--- config.mk ---
export PLATFORM = sky130hd
export DESIGN_NAME = llsc_resv_monitor
export DESIGN_NICKNAME = d
export VERILOG_FILES = /design/src/rtl/llsc_pkg.sv /design/src/rtl/line_match.sv /design/src/rtl/link_reg.sv /design/src/rtl/sc_judge.sv /design/src/rtl/llsc_resv_monitor.sv
export SDC_FILE = /design/constraint.sdc
export NUM_CORES = 1
export LEC_CHECK = 0
export CAP_MARGIN = 20
export CORE_MARGIN = 5
export CORE_UTILIZATION = 40
export DETAILED_ROUTE_END_ITERATION = 10
export DONT_BUFFER_PORTS = 1
export HOLD_SLACK_MARGIN = 0.1
export REMOVE_ABC_BUFFERS = 1
export SETUP_SLACK_MARGIN = 0.2
export SYNTH_ARGS = -nofsm -noshare
export SYNTH_HDL_FRONTEND = slang
export SYNTH_HIERARCHICAL = 1
export SYNTH_SLANG_ARGS = --single-unit
export TNS_END_PERCENT = 20
--- constraint.sdc ---
create_clock -name clk -period 3.7 [get_ports clk]
set_input_delay 0.555 -clock clk [delete_from_list [all_inputs] [get_ports clk]]
set_output_delay 0.555 -clock clk [all_outputs]
set_load 0.1 [all_outputs]
--- src/rtl/llsc_pkg.sv ---
package llsc_pkg;
  typedef struct packed {
    logic done;
    logic ok;
    logic commit;
  } sc_resp_t;

  localparam int PROBE_SC    = 0;
  localparam int PROBE_INV   = 1;
  localparam int PROBE_EVICT = 2;
  localparam int NUM_PROBES  = 3;
endpackage

--- src/rtl/line_match.sv ---
module line_match #(
  parameter int ADDR_W = 40,
  parameter int OFF_W  = 6,
  localparam int LINE_W = ADDR_W - OFF_W
) (
  input  logic              probe_valid,
  input  logic [ADDR_W-1:0] probe_addr,
  input  logic              link_valid,
  input  logic [LINE_W-1:0] link_line,
  output logic              hit
);
  always_comb begin
    hit = probe_valid && link_valid && (probe_addr[ADDR_W-1:OFF_W] == link_line);
  end
endmodule

--- src/rtl/link_reg.sv ---
module link_reg #(
  parameter int LINE_W = 34
) (
  input  logic              clk,
  input  logic              rst,
  input  logic              set,
  input  logic [LINE_W-1:0] set_line,
  input  logic              clr,
  output logic              link_valid,
  output logic [LINE_W-1:0] link_line
);
  always_ff @(posedge clk) begin
    if (rst) begin
      link_valid <= 1'b0;
      link_line  <= '0;
    end else if (set) begin
      link_valid <= 1'b1;
      link_line  <= set_line;
    end else if (clr) begin
      link_valid <= 1'b0;
    end
  end
endmodule

--- src/rtl/sc_judge.sv ---
module sc_judge
  import llsc_pkg::*;
(
  input  logic     clk,
  input  logic     rst,
  input  logic     sc_valid,
  input  logic     sc_hit,
  input  logic     snoop_kill,
  output sc_resp_t resp
);
  logic win;

  always_comb begin
    win = sc_valid && sc_hit && !snoop_kill;
  end

  always_ff @(posedge clk) begin
    if (rst) begin
      resp <= '0;
    end else begin
      resp.done   <= sc_valid;
      resp.ok     <= win;
      resp.commit <= win;
    end
  end
endmodule

--- src/rtl/llsc_resv_monitor.sv ---
module llsc_resv_monitor
  import llsc_pkg::*;
#(
  parameter int ADDR_W     = 40,
  parameter int LINE_BYTES = 64,
  localparam int OFF_W  = $clog2(LINE_BYTES),
  localparam int LINE_W = ADDR_W - OFF_W
) (
  input  logic              clk,
  input  logic              rst,
  input  logic              ll_valid,
  input  logic [ADDR_W-1:0] ll_addr,
  input  logic              sc_valid,
  input  logic [ADDR_W-1:0] sc_addr,
  input  logic              inv_valid,
  input  logic [ADDR_W-1:0] inv_addr,
  input  logic              evict_valid,
  input  logic [ADDR_W-1:0] evict_addr,
  output logic              sc_done,
  output logic              sc_ok,
  output logic              sc_commit
);
  logic              link_valid;
  logic [LINE_W-1:0] link_line;
  logic [NUM_PROBES-1:0]             probe_valid;
  logic [NUM_PROBES-1:0][ADDR_W-1:0] probe_addr;
  logic [NUM_PROBES-1:0]             probe_hit;
  logic              snoop_kill;
  logic              link_clr;
  sc_resp_t          resp;

  always_comb begin
    probe_valid[PROBE_SC]    = sc_valid;
    probe_addr[PROBE_SC]     = sc_addr;
    probe_valid[PROBE_INV]   = inv_valid;
    probe_addr[PROBE_INV]    = inv_addr;
    probe_valid[PROBE_EVICT] = evict_valid;
    probe_addr[PROBE_EVICT]  = evict_addr;
  end

  for (genvar g = 0; g < NUM_PROBES; g++) begin : g_probe
    line_match #(.ADDR_W(ADDR_W), .OFF_W(OFF_W)) u_match (
      .probe_valid (probe_valid[g]),
      .probe_addr  (probe_addr[g]),
      .link_valid  (link_valid),
      .link_line   (link_line),
      .hit         (probe_hit[g])
    );
  end

  always_comb begin
    snoop_kill = probe_hit[PROBE_INV] || probe_hit[PROBE_EVICT];
    link_clr   = sc_valid || snoop_kill;
  end

  link_reg #(.LINE_W(LINE_W)) u_link (
    .clk        (clk),
    .rst        (rst),
    .set        (ll_valid),
    .set_line   (ll_addr[ADDR_W-1:OFF_W]),
    .clr        (link_clr),
    .link_valid (link_valid),
    .link_line  (link_line)
  );

  sc_judge u_judge (
    .clk        (clk),
    .rst        (rst),
    .sc_valid   (sc_valid),
    .sc_hit     (probe_hit[PROBE_SC]),
    .snoop_kill (snoop_kill),
    .resp       (resp)
  );

  always_comb begin
    sc_done   = resp.done;
    sc_ok     = resp.ok;
    sc_commit = resp.commit;
  end
endmodule

==> results.md <==
* CTS tree: built
* Post-route ant nets at 0
* Worst hold path stage count at 1
* Drt pass-1 iters at 4
* Antenna diode count at 0
* Via count at 1789
* RR Startpoint: u_link/link_line[0]
* Post-CTS setup buffer count at 0
* Layout cell share with drive strength beyond 1 at 4.21%
* Type of origin of the critical path: flip-flop
* Max-cap viol count at 0
* Endpoint, Worst Hold: u_link/link_line[14]
* Pleak at 1.20 nW
* Final Hold Vio Count at 0
* Most common cell in the netlist: xor2_1
* Seq. cell area at 742 um2
* Netlist cell types at 22
* Cells after Synth at 262
* R2R cell count at 6
* Post-synth EDFFs at 0
* CP Data Required Time at 3.14 ns
* Max VDD drop at 0.122 mV
* CTS max path bufs at 2
* Clk slew on worst S/H paths at 0.07 ns
* Vias per cell at 5.32
* WP data arrival at 1.29 ns
* Crit path time final at 1.85 ns
* Post-DP HPWL at 5.19 mm
* Status: completed
* PD cells at 337 nW/um2
* FFs w/ async S/R, synth at 0%
* Die Ht at 88.9 um
* RSZ-0062 raised after global routing: false
* H-tree levels at 2
* Fin crit share at 49.9%
* Iter 0 DRT Violations at 31
* Root Buffer: clkbuf_8
* Main synth FF type: dfxtp_1
* Hold_sp: rst
* Min-Delay Path Class: input pin to flip-flop
* Final Power at 0.867 mW
* Fillers at 580
* Clock Latency Late Sink at 0.29 ns
* Post-Route WL at 6.32 mm
* CTS Hold Bufs at 0
* Final Util at 42.9%
* Pins Over Slew Limit at 0
* Area Growth Syn to Fin at 3.16%
* Clock Skews at 0.00679 ns
* Total CTS buffers at 5
* Die ar. at 7910 um2
* IO Pins at 169
* GRT Resource Usage Total at 15.5%
* Drt drc at 0
* Post-CTS resize count at 0
* Ranking of synthesized cells by area: xor2_1, dfxtp_1, mux2i_1, nor4_1, nor2_1
* Reg-to-Reg End: u_judge/resp[0]
* Initial Util at 41.6%
* R2R setup slack at 1.88 ns
* Pin count of the biggest net entering global routing at 38
* Vias in the first global route at 1887
* Crit path kind: flip-flop to output port
* Yosys warns at 6
* Cell area after synthesis at 2490 um2
* Worst-margin pin slew at 1.01 ns
* Syn Area/Cell at 9.51 um2
* Die W at 88.9 um
* Crit. End Element: output port
* Initial antenna violation count at 0
* Routed length per instance at 18.8 um
* Final setup fails at 0
* FMAX at 541 MHz
* Core area at 5990 um2
* Multi-input gate area at 1650 um2
* Fin Setup TNS at 0 ns
* Synth Register Bits at 37
* Post-synth top cells: xor2_1, dfxtp_1, mux2i_1, nor2_1, nor4_1
* Max_slew headroom at 32.6%
* Placer Congestion at 0.750
* Port Buf Inserts at 0
* Share of the synthesized area in the top cell type at 32.7%
* Max Fanout on Critical Path at 2
* Congestion Overflow GR at 0
* Cell Rows at 28
* First-pass GRT wire length at 9.27 mm
* Synth area leader: xor2_1
* Layout Nets at 426
* Hold WS at 0.329 ns
* Clock Sinks at 37
* Sequential fraction of the synthesis area at 29.7%
-- routing by layer --
metal | track usage, % | share of wire [%] | wire, um
met5 | 0 | 0 | 0
met4 | 3.71 | 1.0 | 63
met1 | 17.3 | 38 | 2400
met2 | 26.7 | 47 | 2980
met3 | 7.56 | 14 | 871
-- flip-flops by register name, indices dropped and copies added (netlist names) --
signal / cells
u_judge/resp: 2
u_link/link_line: 34
u_link/link_valid: 1
-- stage by stage --
step	instances	setup slack, ns	cell area, um2
after floorplan	253	1.59	2390
after global placement	328	1.70	2490
after detailed placement	328	1.67	2490
after CTS	336	1.83	2570
after global routing	336	1.77	2570
final	336	1.85	2570
-- cell families (layout without fill, tap and decap cells) --
| logic type | count (synthesis) | after routing | share of synthesized area (%) |
|---|---|---|---|
| buf+inv | 10 | 9 | 4.02 |
| compound gates | 1 | 1 | 0.201 |
| flops | 37 | 37 | 29.7 |
| simple gates | 78 | 78 | 16.5 |
| xor+xnor | 102 | 102 | 35.9 |
| mux | 34 | 34 | 13.7 |
-- layout by cell type, fill, tap and decap left out, types with 3 or more instances in the layout --
cell and n:
clkbuf_1 3, clkbuf_8 5, dfxtp_1 36, mux2i_1 34
nand2_1 3, nand3_1 3, nand4_1 6, nor2_1 34
nor3_2 3, nor4_1 24, xnor2_1 9, xor2_1 93
-- worst max path at each step --
stage                             start               to  slack, ns  cells past startpoint
floorplan               u_judge/resp[0]        sc_commit       1.59                      0
global placement           inv_addr[38]  u_judge/resp[0]       1.70                      6
detailed placement          inv_addr[6]  u_judge/resp[0]       1.67                      6
CTS                 u_link/link_line[0]  u_judge/resp[0]       1.83                      6
global route        u_link/link_line[0]  u_judge/resp[0]       1.77                      6
finish                  u_judge/resp[0]        sc_commit       1.85                      0
-- cell type report --
| cell class | count | area share, % |
|---|---|---|
| Multi-Input combinational cell | 215 | 64.2 |
| Sequential cell | 37 | 28.9 |
| Clock buffer | 8 | 3.12 |
| Tap cell | 75 | 3.65 |
| Inverter | 1 | 0.146 |
-- report_power, final --
part           switching (mW)  internal [mW]  leakage, nW
Clock                   0.141          0.134       0.0395
Combinational          0.0515         0.0801        0.856
Sequential             0.0392          0.422        0.306
No activity file was read; power rests on OpenSTA's default activity.
